--- src/rtl/memsel_pkg.sv ---
package memsel_pkg;

    localparam int ADDR_W = 32;
    localparam int CMP_W  = 17;
    localparam int MACH_W = 2;
    localparam int TAG_LO = ADDR_W - CMP_W;

    // base register field positions (decoded by software and the regfile)
    localparam int BF_VALID = 0;
    localparam int BF_RO    = 1;
    localparam int BF_MACH  = 2;
    localparam int BF_LOCAL = BF_MACH + MACH_W;

    typedef struct packed {
        logic [CMP_W-1:0]  base;
        logic [CMP_W-1:0]  mask;
        logic              valid;
        logic              ro;
        logic [MACH_W-1:0] mach;
        logic              on_local;
    } bank_cfg_t;

    typedef enum logic {
        ST_IDLE = 1'b0,
        ST_OWN  = 1'b1
    } own_state_t;

endpackage

--- src/rtl/memsel_regfile.sv ---
module memsel_regfile
    import memsel_pkg::*;
#(
    parameter int NUM_BANKS = 8,
    localparam int BANK_W = $clog2(NUM_BANKS)
) (
    input  logic                      clk,
    input  logic                      rst_n,
    input  logic                      cfg_we,
    input  logic                      cfg_is_mask,
    input  logic [BANK_W-1:0]         cfg_bank,
    input  logic [ADDR_W-1:0]         cfg_wdata,
    output bank_cfg_t [NUM_BANKS-1:0] cfg
);

    bank_cfg_t [NUM_BANKS-1:0] cfg_d, cfg_q;

    logic unused_wdata;
    assign unused_wdata = ^cfg_wdata[TAG_LO-1:BF_LOCAL+1];

    always_comb begin
        cfg_d = cfg_q;
        if (cfg_we) begin
            if (cfg_is_mask) begin
                cfg_d[cfg_bank].mask = cfg_wdata[ADDR_W-1:TAG_LO];
            end else begin
                cfg_d[cfg_bank].base     = cfg_wdata[ADDR_W-1:TAG_LO];
                cfg_d[cfg_bank].valid    = cfg_wdata[BF_VALID];
                cfg_d[cfg_bank].ro       = cfg_wdata[BF_RO];
                cfg_d[cfg_bank].mach     = cfg_wdata[BF_MACH +: MACH_W];
                cfg_d[cfg_bank].on_local = cfg_wdata[BF_LOCAL];
            end
        end
    end

    always_ff @(posedge clk) begin
        if (!rst_n) begin
            cfg_q <= '0;
        end else begin
            cfg_q <= cfg_d;
        end
    end

    assign cfg = cfg_q;

endmodule

--- src/rtl/memsel_match.sv ---
module memsel_match
    import memsel_pkg::*;
#(
    parameter int NUM_BANKS = 8
) (
    input  bank_cfg_t [NUM_BANKS-1:0] cfg,
    input  logic [CMP_W-1:0]          tag,
    input  logic                      from_local,
    output logic [NUM_BANKS-1:0]      eligible
);

    for (genvar b = 0; b < NUM_BANKS; b++) begin : g_bank
        logic hit;
        logic bus_ok;
        assign hit    = cfg[b].valid && ((tag & cfg[b].mask) == cfg[b].base);
        // local masters see only local banks; system masters see all
        assign bus_ok = from_local ? cfg[b].on_local : 1'b1;
        assign eligible[b] = hit && bus_ok;
    end

endmodule

--- src/rtl/memsel_prio.sv ---
module memsel_prio #(
    parameter int NUM_BANKS = 8,
    localparam int BANK_W = $clog2(NUM_BANKS)
) (
    input  logic [NUM_BANKS-1:0] req_vec,
    output logic                 found,
    output logic [BANK_W-1:0]    win_idx,
    output logic [NUM_BANKS-1:0] win_onehot
);

    always_comb begin
        win_idx = '0;
        for (int i = NUM_BANKS - 1; i >= 0; i--) begin
            if (req_vec[i]) begin
                win_idx = BANK_W'(i);
            end
        end
        found      = |req_vec;
        win_onehot = found ? (NUM_BANKS'(1) << win_idx) : '0;
    end

endmodule

--- src/rtl/memsel_decoder.sv ---
module memsel_decoder
    import memsel_pkg::*;
#(
    parameter int NUM_BANKS = 8,
    localparam int BANK_W = $clog2(NUM_BANKS)
) (
    input  logic                 clk,
    input  logic                 rst_n,
    input  logic                 cfg_we,
    input  logic                 cfg_is_mask,
    input  logic [BANK_W-1:0]    cfg_bank,
    input  logic [ADDR_W-1:0]    cfg_wdata,
    input  logic                 req_valid,
    input  logic                 req_local,
    input  logic                 req_write,
    input  logic [ADDR_W-1:0]    req_addr,
    input  logic                 end_cycle,
    output logic                 own_busy,
    output logic [NUM_BANKS-1:0] bank_cs,
    output logic [BANK_W-1:0]    bank_idx,
    output logic [MACH_W-1:0]    mach_sel,
    output logic                 reroute,
    output logic                 miss,
    output logic                 prot_err
);

    typedef struct packed {
        own_state_t           st;
        logic [NUM_BANKS-1:0] cs;
        logic [BANK_W-1:0]    idx;
        logic [MACH_W-1:0]    mach;
        logic                 reroute;
        logic                 miss;
        logic                 prot;
    } dec_state_t;

    bank_cfg_t [NUM_BANKS-1:0] cfg;
    logic [NUM_BANKS-1:0]      eligible;
    logic                      found;
    logic [BANK_W-1:0]         win_idx;
    logic [NUM_BANKS-1:0]      win_onehot;
    dec_state_t                s_d, s_q;

    logic unused_addr;
    assign unused_addr = ^req_addr[TAG_LO-1:0];

    memsel_regfile #(.NUM_BANKS(NUM_BANKS)) u_regs (
        .clk         (clk),
        .rst_n       (rst_n),
        .cfg_we      (cfg_we),
        .cfg_is_mask (cfg_is_mask),
        .cfg_bank    (cfg_bank),
        .cfg_wdata   (cfg_wdata),
        .cfg         (cfg)
    );

    memsel_match #(.NUM_BANKS(NUM_BANKS)) u_match (
        .cfg        (cfg),
        .tag        (req_addr[ADDR_W-1:TAG_LO]),
        .from_local (req_local),
        .eligible   (eligible)
    );

    memsel_prio #(.NUM_BANKS(NUM_BANKS)) u_prio (
        .req_vec    (eligible),
        .found      (found),
        .win_idx    (win_idx),
        .win_onehot (win_onehot)
    );

    always_comb begin
        s_d      = s_q;
        s_d.miss = 1'b0;
        s_d.prot = 1'b0;
        case (s_q.st)
            ST_IDLE: begin
                if (req_valid) begin
                    if (!found) begin
                        s_d.miss = 1'b1;
                    end else if (req_write && cfg[win_idx].ro) begin
                        s_d.prot = 1'b1;
                    end else begin
                        s_d.st      = ST_OWN;
                        s_d.cs      = win_onehot;
                        s_d.idx     = win_idx;
                        s_d.mach    = cfg[win_idx].mach;
                        s_d.reroute = !req_local && cfg[win_idx].on_local;
                    end
                end
            end
            ST_OWN: begin
                // owner is frozen; only end of cycle releases it
                if (end_cycle) begin
                    s_d.st      = ST_IDLE;
                    s_d.cs      = '0;
                    s_d.idx     = '0;
                    s_d.mach    = '0;
                    s_d.reroute = 1'b0;
                end
            end
            default: s_d.st = ST_IDLE;
        endcase
    end

    always_ff @(posedge clk) begin
        if (!rst_n) begin
            s_q <= '0;
        end else begin
            s_q <= s_d;
        end
    end

    assign own_busy = (s_q.st == ST_OWN);
    assign bank_cs  = s_q.cs;
    assign bank_idx = s_q.idx;
    assign mach_sel = s_q.mach;
    assign reroute  = s_q.reroute;
    assign miss     = s_q.miss;
    assign prot_err = s_q.prot;

endmodule

--- config.mk ---
export PLATFORM = sky130hd
export DESIGN_NAME = memsel_decoder
export DESIGN_NICKNAME = d
export VERILOG_FILES = /design/src/rtl/memsel_pkg.sv /design/src/rtl/memsel_regfile.sv /design/src/rtl/memsel_match.sv /design/src/rtl/memsel_prio.sv /design/src/rtl/memsel_decoder.sv
export SDC_FILE = /design/constraint.sdc
export NUM_CORES = 1
export LEC_CHECK = 0
export ABC_CLOCK_PERIOD_IN_PS = 4500
export BUFFER_PORTS_ARGS = -buffer_cell sky130_fd_sc_hd__buf_2
export CORE_ASPECT_RATIO = 0.8
export CORE_MARGIN = 3
export CORE_UTILIZATION = 61
export DETAILED_ROUTE_END_ITERATION = 16
export PLACE_DENSITY_LB_ADDON = 0.25
export SETUP_SLACK_MARGIN = 0.1
export SYNTH_ARGS = -nofsm -noshare
export SYNTH_HDL_FRONTEND = slang
export SYNTH_SLANG_ARGS = --single-unit
--- constraint.sdc ---
create_clock -name clk -period 4.5 [get_ports clk]
set_input_delay 1.35 -clock clk [delete_from_list [all_inputs] [get_ports clk]]
set_output_delay 1.35 -clock clk [all_outputs]
set_load 0.01 [all_outputs]
# Yosys cells after proc, flatten, opt, wreduce, memory -nomap -nowiden
# Cells that the tools add are included.
# Widths: inputs -> output; s select.
dict set report op_classes {
  order_cmp 3
  n_eq_ne 12
  shifts 1
  n_mux 45
  bitwise_logic 12
  reduce_logical 24
}
# op n
set op_table {}
lappend op_table {{$bwmux 312} 6}
lappend op_table {{$demux 39 s3} 6}
lappend op_table {{$mux 312} 1}
lappend op_table {{$and 17x17->17} 8}
lappend op_table {{$eq 17x17->1} 8}
lappend op_table {{$bmux 39 s3} 1}
lappend op_table {{$mux 15} 3}
lappend op_table {{$mux 39} 1}
lappend op_table {{$pmux 15 s2} 1}
lappend op_table {{$mux 3} 9}
lappend op_table {{$mux 22} 1}
lappend op_table {{$logic_and 1x1->1} 19}
lappend op_table {{$mux 17} 1}
lappend op_table {{$mux 1} 12}
lappend op_table {{$lt 3x4->1 const B} 2}
lappend op_table {{$mux 4} 2}
lappend op_table {{$ne 2x2->1 const B} 4}
lappend op_table {{$reduce_or 8->1} 1}
lappend op_table {{$shl 1x3->8 const A} 1}
lappend op_table {{$mux 5} 1}
lappend op_table {{$not 1->1} 4}
lappend op_table {{$reduce_and 4->1} 1}
lappend op_table {{$reduce_or 4->1} 1}
lappend op_table {{$ge 3x1->1 const B} 1}
lappend op_table {{other kinds (2)} 2}
dict set report word_totals {
  ff_bits 329
  in_bits 75
  out_inout_bits 17
  wordCells 152
}

# Logic depth before layout (Yosys ltp)
# Gate-level depths: netlist of the first run.
dict set report logic_depth {
  word_depth 19
  ltp_mapped 13
  mapped_depth_nobuf 10
}

# By module
# Synthesis of the first run repeated with hierarchy kept, for this count alone.
dict set report unflattened {
  hier_cells 1510
  hier_area_um2 14505.2
}
# mod instances cells_each area_per_inst_um2 seq_area_each_um2
set modules_own_cells {}
lappend modules_own_cells {memsel_regfile 1 1066 11213.3 6246.0}
lappend modules_own_cells {memsel_match 1 346 2245.9 0.0}
lappend modules_own_cells {memsel_decoder 1 73 904.6 340.3}
lappend modules_own_cells {memsel_prio 1 25 141.4 0.0}

# Worst setup path before layout of the first run
# Ideal clock, no wire load.
dict set report synth_path {
  path_type {input -> register}
  start {in req_addr[26]}
  end {reg s_q, in the netlist mach_sel[0]}
  setup_time_ps 120
  arrival_time_ps 3665
  required_ps 4380
  setup_slack_ps 715
  path_stages 11
  path_buffers 1
  cell_sequence {buf_2 -> nand2_1 -> xor2_1 -> o2111ai_1 -> or4_4 -> a211oi_4 -> o31a_1 -> o211ai_2 -> nand2_2 -> a31oi_4 -> a211o_1}
}
dict set report synth_between {
  elab_chain_cells 18
  word_cells_on_any_way 51
  cone_classes {eq/ne (10); mux (14); bitwise (8); reduce/logical (19)}
}
# item line_no
set synth_lines {}
lappend synth_lines {{start, declared} memsel_decoder.sv:16} ;# input logic [ADDR_W-1:0] req_addr,
lappend synth_lines {{$and 17x17->17} memsel_match.sv:15} ;# assign hit = cfg[b].valid && ((tag & cfg[b].mask) == cfg[b].base);
lappend synth_lines {{$eq 17x17->1} memsel_match.sv:15}
lappend synth_lines {{$logic_and 1x1->1} memsel_match.sv:15}
lappend synth_lines {{$logic_and 1x1->1} memsel_match.sv:18} ;# assign eligible[b] = hit && bus_ok;
lappend synth_lines {{$mux 3 (8 in a row)} memsel_prio.sv:14} ;# if (req_vec[i]) begin
lappend synth_lines {{$bmux 39 s3} {memsel_decoder.sv:80, memsel_decoder.sv:86}}
lappend synth_lines {{$mux 4} --}
lappend synth_lines {{$mux 15} memsel_decoder.sv:80} ;# end else if (req_write && cfg[win_idx].ro) begin
lappend synth_lines {{$mux 15} memsel_decoder.sv:78} ;# if (!found) begin
lappend synth_lines {{$mux 17} memsel_decoder.sv:77} ;# if (req_valid) begin
lappend synth_lines {{$pmux 15 s2} memsel_decoder.sv:75} ;# case (s_q.st)
lappend synth_lines {{end signal, assigned} memsel_decoder.sv:107} ;# s_q <= '0;
lappend synth_lines {{end signal, assigned} memsel_decoder.sv:109} ;# s_q <= s_d;
lappend synth_lines {{end, declared} memsel_decoder.sv:42} ;# dec_state_t s_d, s_q;
# Parallel ways exist; a longest one is shown, timed or not. The select of a mux whose other input is x is not followed.
# A chain may end at the register's enable or synchronous reset.

# Worst setup path after layout of the first run
dict set report layout_path {
  start {in req_addr[27]}
  end {reg s_q, in the netlist mach_sel[0]}
}
# Same word-level chain as after synthesis.

==> results list, run 1 <==
* Status: completed
* Starting Density: 0.623
* Placed Area: 16,400 um^2
- Power per Cell Area: 359 nW/um^2
- Syn avg cell area: 7.92 um^2
- Buffer depth of the longest clock path: 3
- Setup repair after global routing missed its margin: false
- Number of I/O port buffers: 66
* Net Count, Synth: 2,074
- Total Routing Usage GR: 0.348
- STA classifies the critical path endpoint as a flip-flop.
- The net count of the finished layout is between 2,000 and 2,500.
- STA classifies the critical path startpoint as an input port.
- Fmax: 0.239 GHz
* Depth of the CTS H-tree: 2
* Share of the yosys chip area belonging to registers: 0.416
- Entering global routing, the biggest net connects 112 pins.
* Async set or reset register ratio after synthesis: 0
- Psw: 1540 uW
* Antenna violations before repair: 0
- Crit Path Class: input port to flip-flop
- The cell count after synthesis came out at around 2,000.
- The total count of hold-check failures in the final report was 0.
- The max-slew violation count came to 0.
* Wire length of the first global-routing pass: ~74,000 um
* Antenna cell count: 0
- Yosys printed 0 warnings.
* Number of max-capacitance violations reported: 0
- After layout, the minimum clock period comes to about 4200 ps.
- First DRT Iteration DRCs: 1,459
- Sum of net half-perimeters after detailed placement: 32,200 um
* DR WL/cell: 20.7 um
- Clock tree synthesis inserted a total of 35 buffers.
- Of the available clock period, the critical path in the final layout requires 0.930.
* Cell chosen for the clock root: sky130_fd_sc_hd__clkbuf_16
- CTS tree: built
- Layout Area Growth over Synthesis: 10.8%
* # resized after CTS: 0
* Reg power frac: 0.471
* Largest driver fanout on the critical path: 10
- In the final layout, the share of cells above drive strength 1 is 0.107.
* Arrival time at the worst endpoint: approximately 4700 ps
- Total power for the finished layout comes to 6300 uW.
* Place WS: -25.4 ps
- The min-delay analysis places its worst path in the category flip-flop to flip-flop.
* Number of enable flip-flop cells after synthesis: 0
* Height of the chip: 150 um
* Leakage power: 0.00626 uW
- In the synthesized netlist the dominant register cell turns out to be sky130_fd_sc_hd__dfxtp_1.
* Data required time of the critical path: 4960 ps
- Worst-skew pair later-pin latency: 520 ps
- IR analysis of the VDD net gives a maximum drop of 0.296 mV.
* Detailed Routing Iterations Pass 1: 5
- Gr ovfl total: 0
- Via count: 14,200
- The initialized floorplan defines 52 standard-cell rows.
- Number of setup buffers added after CTS: 0
- Worst Setup Slack, final: 315 ps
- In this run, synthesis produced a sequential element count of roughly 330.
* Clk slew on worst S/H paths: 60 ps
- Once layout is complete, the utilization of the core stands at 0.690.
- Cts hold-fix bufs: 0
- In this run the cell area of the synthesized design comes to 15,800 um^2.
- Detailed Route WL: 49,400 um
- Using the TritonRoute via totals, the vias-per-cell ratio works out to 5.97.
* Via count of the first global-routing pass: between 10,000 and 15,000
- Antenna violation net count after detailed routing: 0
* Core Footprint: between 20,000 and 30,000 um^2
- On the final layout, the worst clock skew is about 15 ps.
- Final GP Congestion: about 0.95
* I/O pins: a little over 90
- Actual transition at the worst max-transition pin: 1070 ps
* DRC violations left: 0
- Hold timing on the final database bottoms out at a slack of between 400 and 500 ps.
- Setup violations remaining at the end of the flow were counted as 0.
- Counting every sink on the clock net gives 329.
* Normalized max-slew margin: 0.285
- Of the total power, combinational logic draws 0.070.
* Final cell area excluding filler cells: 17,500 um^2
- Chip Width: about 190 um
- The die covers roughly 28,000 um^2.
- Counting distinct cell types in the post-synthesis netlist gives 70.
- Part of the power in the clock network: 0.458
- Cell-internal power: around 4800 uW
- Net switching share of the total power: 0.244
[Yosys cell counts, drive strengths merged (2+ instances only)]
library cell,n,area (um^2)
nor4,24,235
o2bb2ai,3,26.3
o2111ai,4,35.0
clkbuf,131,499
o21ai,6,30.0
buf,21,163
a22o,4,35.0
o211a,2,20.0
and2,3,18.8
o211ai,6,50.1
nand3,24,125
o31ai,2,15.0
nand2b,7,43.8
nor2,26,97.6
o221a,4,45.0
nand3b,3,22.5
nand2,752,2830
or2,5,31.3
a21o,8,60.1
o21a,2,15.0
a21oi,16,80.1
o22a,5,43.8
and3b,23,213
nor3,12,60.1
o21ba,2,20.0
nor2b,12,75.1
a211oi,14,123
and4b,2,20.0
a211o,2,17.5
nor4b,11,103
inv,5,18.8
mux2i,13,130
a21boi,335,2510
xor2,91,797
nand4,53,344
dfxtp,329,6590
and3,16,100
a31oi,2,27.5
or4,8,71.3
[kinds of logic (layout without fill, tap and decap cells)]
kind of cell,count (synthesis),after routing,synth area share
xor gates and xnor gates,91,91,0.0503
AOI/OAI and AO/OA,423,423,0.203
buffers and inverters,157,192,0.0430
DFF,329,329,0.416
and+or+nand+nor,985,985,0.279
muxes,14,14,0.00916
[routing by layer]
metal	routed length (um)	up-vias	GRT usage
met1	20900	6730	0.495
met2	20600	673	0.516
met3	5770	127	0.0800
li1	-	6708	-
met5	0	-	0
met4	2120	0	0.132
[worst max-delay path, stage by stage]
cell	delay, ps
sky130_fd_sc_hd__buf_2	370
sky130_fd_sc_hd__a21boi_0	210
sky130_fd_sc_hd__nor4_1	320
sky130_fd_sc_hd__nand4_1	140
sky130_fd_sc_hd__or4_4	510
sky130_fd_sc_hd__a211oi_1	400
sky130_fd_sc_hd__nor3_1	180
sky130_fd_sc_hd__mux2_4	340
sky130_fd_sc_hd__a311o_1	320
sky130_fd_sc_hd__a211oi_1	360
sky130_fd_sc_hd__a211o_1	160
[layout by cell type, fill, tap and decap left out, types with 7 or more instances in the layout]
cell,synthesis,routed
sky130_fd_sc_hd__nand2_1,751,751
sky130_fd_sc_hd__a21boi_0,333,333
sky130_fd_sc_hd__dfxtp_1,329,329
sky130_fd_sc_hd__xor2_1,91,91
sky130_fd_sc_hd__buf_2,10,65
sky130_fd_sc_hd__buf_4,1,58
sky130_fd_sc_hd__nand4_1,51,51
sky130_fd_sc_hd__clkbuf_16,0,37
sky130_fd_sc_hd__nor2_1,26,26
sky130_fd_sc_hd__nand3_1,23,23
sky130_fd_sc_hd__and3b_1,20,20
sky130_fd_sc_hd__and3_1,16,16
sky130_fd_sc_hd__a21oi_1,16,16
sky130_fd_sc_hd__nor4_1,16,16
sky130_fd_sc_hd__mux2i_1,13,13
sky130_fd_sc_hd__nor2b_1,12,12
sky130_fd_sc_hd__a211oi_1,12,12
sky130_fd_sc_hd__nor4b_1,10,10
sky130_fd_sc_hd__clkbuf_1,125,9
sky130_fd_sc_hd__a21o_1,8,8
sky130_fd_sc_hd__nor3_1,12,8
sky130_fd_sc_hd__nand2b_1,7,7
sky130_fd_sc_hd__clkinv_2,0,7
sky130_fd_sc_hd__clkbuf_8,0,7
[state kept, by name, indices dropped and copies added, names as in the netlist]
| name | count |
|---|---|
| reroute | 1 |
| miss | 1 |
| bank_idx | 3 |
| prot_err | 1 |
| own_busy | 1 |
| bank_cs | 8 |
| u_regs.cfg | 312 |
| mach_sel | 2 |
[worst paths after layout]
kind | start | end | depth (start not counted) | slack, ps
worst max register to register | u_regs.cfg[257] | mach_sel[0] | 10 | 1180
worst min-delay path | u_regs.cfg[236] | u_regs.cfg[236] | 2 | 460
worst max-delay path | req_addr[27] | mach_sel[0] | 11 | 320
worst min register to register | u_regs.cfg[236] | u_regs.cfg[236] | 2 | 460
[power by group through the flow]
stage	combinational, uW	sequential (uW)	clock, uW
2_1_floorplan	265	3030	0
3_3_place_gp	417	3030	0
3_5_place_dp	424	3040	0
4_1_cts	426	2970	2890
5_1_grt	460	2970	3020
6_report	443	2970	2890
[cell type report]
| cell class | count | area, um^2 |
|---|---|---|
| tap | 351 | 439 |
| fill | 2083 | 7890 |
| clock buffer | 53 | 1060 |
| clock inverter | 10 | 81.3 |
| timing repair buffer | 124 | 772 |
| multi-input combinational | 1513 | 8590 |
| sequential | 329 | 6590 |
| inverter | 5 | 18.8 |
[through the flow]
step                setup TNS [ps]  cells
finish                           0   2385
global route                     0   2385
CTS                              0   2385
detailed placement           -28.2   2322
global placement                 0   2322
floorplan                        0   1999
Note: power is estimated with default switching activity, not from simulation.
==> inputs of run 2 (changes only) <==
--- a/config.mk
+++ b/config.mk
@@ -9,10 +9,12 @@
 export BUFFER_PORTS_ARGS = -buffer_cell sky130_fd_sc_hd__buf_2
 export CORE_ASPECT_RATIO = 0.8
 export CORE_MARGIN = 3
-export CORE_UTILIZATION = 61
+export CORE_UTILIZATION = 63
+export CTS_BUF_LIST = sky130_fd_sc_hd__clkbuf_4
 export DETAILED_ROUTE_END_ITERATION = 16
 export PLACE_DENSITY_LB_ADDON = 0.25
 export SETUP_SLACK_MARGIN = 0.1
 export SYNTH_ARGS = -nofsm -noshare
 export SYNTH_HDL_FRONTEND = slang
 export SYNTH_SLANG_ARGS = --single-unit
+export TNS_END_PERCENT = 5
==> results list, run 2 (synthesis gave the netlist of run 1 again) <==
- Of the total power, the clock network draws 0.413.
- The worst setup path is captured at a flip-flop.
- I/O pins: between 90 and 100
- Worst-skew pair later-pin latency: 710 ps
* Setup repair after global routing missed its margin: false
- No sink is reached through more buffers than the 3 on the longest clock path.
* WHS: 463 ps
* First DRT Iteration DRCs: around 1,700
- Height of the chip: 148 um
- DRC violations left: 0
* Detailed Routing Iterations Pass 1: 5
- Gates resized during post-CTS repair numbered 0.
- Antenna violation net count after detailed routing: 0
- In this run the clock root is driven by a sky130_fd_sc_hd__clkbuf_4.
- In this run the core area contains 51 standard-cell rows.
- Met2 usage: 0.551
- The most numerous cell type found on the critical path is sky130_fd_sc_hd__nand4_2.
- Hold WC Path Type: flip-flop to flip-flop
- In the final routed layout, each cell accounts on average for 20.4 um.
- Minimum clock period after layout: 3810 ps
* Slowest stage cell, crit path: sky130_fd_sc_hd__or4_1
- Starting Density: 0.646
- Detailed placement ended at an HPWL of 31,400 um.
* Core Footprint: 24,500 um^2
- Setup violations remaining at the end of the flow were counted as 0.
- OpenSTA, run right after detailed placement, puts the worst setup slack at roughly 85 ps.
* Leakage power: 0.00623 uW
* Most used cells in the layout excluding fill and tap cells: sky130_fd_sc_hd__nand2_1 (751), sky130_fd_sc_hd__a21boi_0 (333), sky130_fd_sc_hd__dfxtp_1 (329)
- Clk slew on worst S/H paths: 60 ps
* Antenna violations before repair: 3
- Dividing total power by cell area gives a power density of 336 nW/um^2.
- Flip-flop count of the largest register, all copies and words added: 312
- The analysis attributes to net switching a power of 1490 uW.
* Data required time of the critical path: 5110 ps
* Number of max-capacitance violations reported: 0
- Pin count of the biggest net entering global routing: 90
* Reg power frac: 0.512
- Buffers added to address setup during post-CTS repair amount to 0.
- Measured along the x axis, the die boundary spans between 150 and 200 um.
* Gr ovfl total: 0
- Via count: 14,700
- Number of I/O port buffers: 66
* TritonCTS Sinks: 329
* Average via count per standard cell: 6.09
- Headroom to the max-slew limit came out at 0.270.
- Dividing the final minimum period by the clock period gives 0.847.
- Cell-internal power: 4320 uW
- Via count of the first global-routing pass: ~14,000
* Combinational Power Share: 0.076
* Critical Path Source Type: input port
- Number of buffers inserted during clock tree synthesis: 81
* Total Routing Usage GR: 0.356
* Crit path buffers/inverters: 1
- Largest driver fanout on the critical path: 11
* Final hold violation count: 0
* Final GP Congestion: 0.956
- Wire length of the first global-routing pass: ~75,000 um
- The worst setup path is of the input port to flip-flop kind.
- TritonCTS built the clock tree.
* Final TNS setup: 0 ps
* Family with the most delay on the worst path: simple AND/OR/NAND/NOR gates
- Buffers inserted to repair hold after CTS numbered 0.
- From synthesis to final layout, the design area changed by 8.99%.
* Post-layout net count: 2,125
* Met3 Resource Use GR: 0.0795
- Net switching share of the total power: 0.256
- Cell chain of the critical path: buf_2, a21boi_0, nor4_2, nand4_2, nor4_4, a211oi_1, or4_1, mux2_4, nand4_2, and4_1, mux2i_1
- Status: completed
- Max-slew violation count: 0
- Maximum resistive drop on vdd: 0.373 mV
- In the final layout, the share of cells above drive strength 1 is 0.131.
- Detailed Route WL: 49,000 um
* Arrival time at the worst endpoint: between 4000 and 5000 ps
- Leaving out fill and tap cells, the most frequent cell in the layout is sky130_fd_sc_hd__nand2_1.
- Timing would allow up to 0.262 GHz.
- Once routing completed, OpenROAD measured the worst setup slack at 689 ps.
- The H-tree was split into 3 levels.
- The floorplan step defined a die boundary enclosing 27,100 um^2.
- Between clock sinks in the finished design, the worst skew comes to 35.0 ps.
* Most Crowded Layer GR: met2
* Worst path max stage delay: 490 ps
* GR Util met1: 0.487
- For the pin with the worst max-slew slack, the measured transition is 1090 ps.
## run 2: worst paths after layout
check | start | to | slack (ps) | cells past startpoint
worst max-delay path | req_addr[20] | bank_idx[0] | 690 | 11
worst min register to register | u_regs.cfg[42] | u_regs.cfg[42] | 460 | 2
worst max register to register | u_regs.cfg[257] | bank_cs[7] | 1420 | 11
worst min-delay path | u_regs.cfg[42] | u_regs.cfg[42] | 460 | 2
## run 2: routing by layer
layer  vias to the layer above  wire, um  share of wire
met2                       796     21200           0.43
met1                      6856     19700           0.40
met5                         -        27        0.00055
li1                       6824         -              -
met4                         4      2170          0.044
met3                       170      5980           0.12
## run 2: power groups by stage
stage / clock network, uW / registers (uW) / logic, uW
after floorplan: 0 / 3030 / 265
final: 2400 / 2970 / 439
after detailed placement: 0 / 3040 / 420
after global placement: 0 / 3030 / 411
after CTS: 2420 / 2970 / 421
after global routing: 2580 / 2970 / 456
## run 2: layout make-up
| cell class | instances | area (um^2) |
|---|---|---|
| Antenna cell | 1 | 2.50 |
| Clock buffer | 112 | 841 |
| Clock inverter | 8 | 82.6 |
| Fill cell | 2006 | 7240 |
| Inverter | 5 | 18.8 |
| Multi-Input combinational cell | 1513 | 8590 |
| Sequential cell | 329 | 6590 |
| Tap cell | 318 | 398 |
| Timing Repair Buffer | 120 | 742 |
## run 2: through the flow
stage | utilization | instances | total power, uW | instance area, um^2
after floorplan | - | 1999 | 3300 | 15800
after global placement | 0.667 | 2285 | 3450 | 16300
after detailed placement | 0.667 | 2285 | 3460 | 16300
after CTS | 0.704 | 2405 | 5810 | 17300
after global routing | 0.705 | 2406 | 6010 | 17300
final | 0.705 | 2406 | 5810 | 17300
## run 2: tightest hold or removal path, stage by stage, from the launching register on
cell	delay, ps
sky130_fd_sc_hd__dfxtp_1	310
sky130_fd_sc_hd__nand2_1	50
sky130_fd_sc_hd__a21boi_0	60
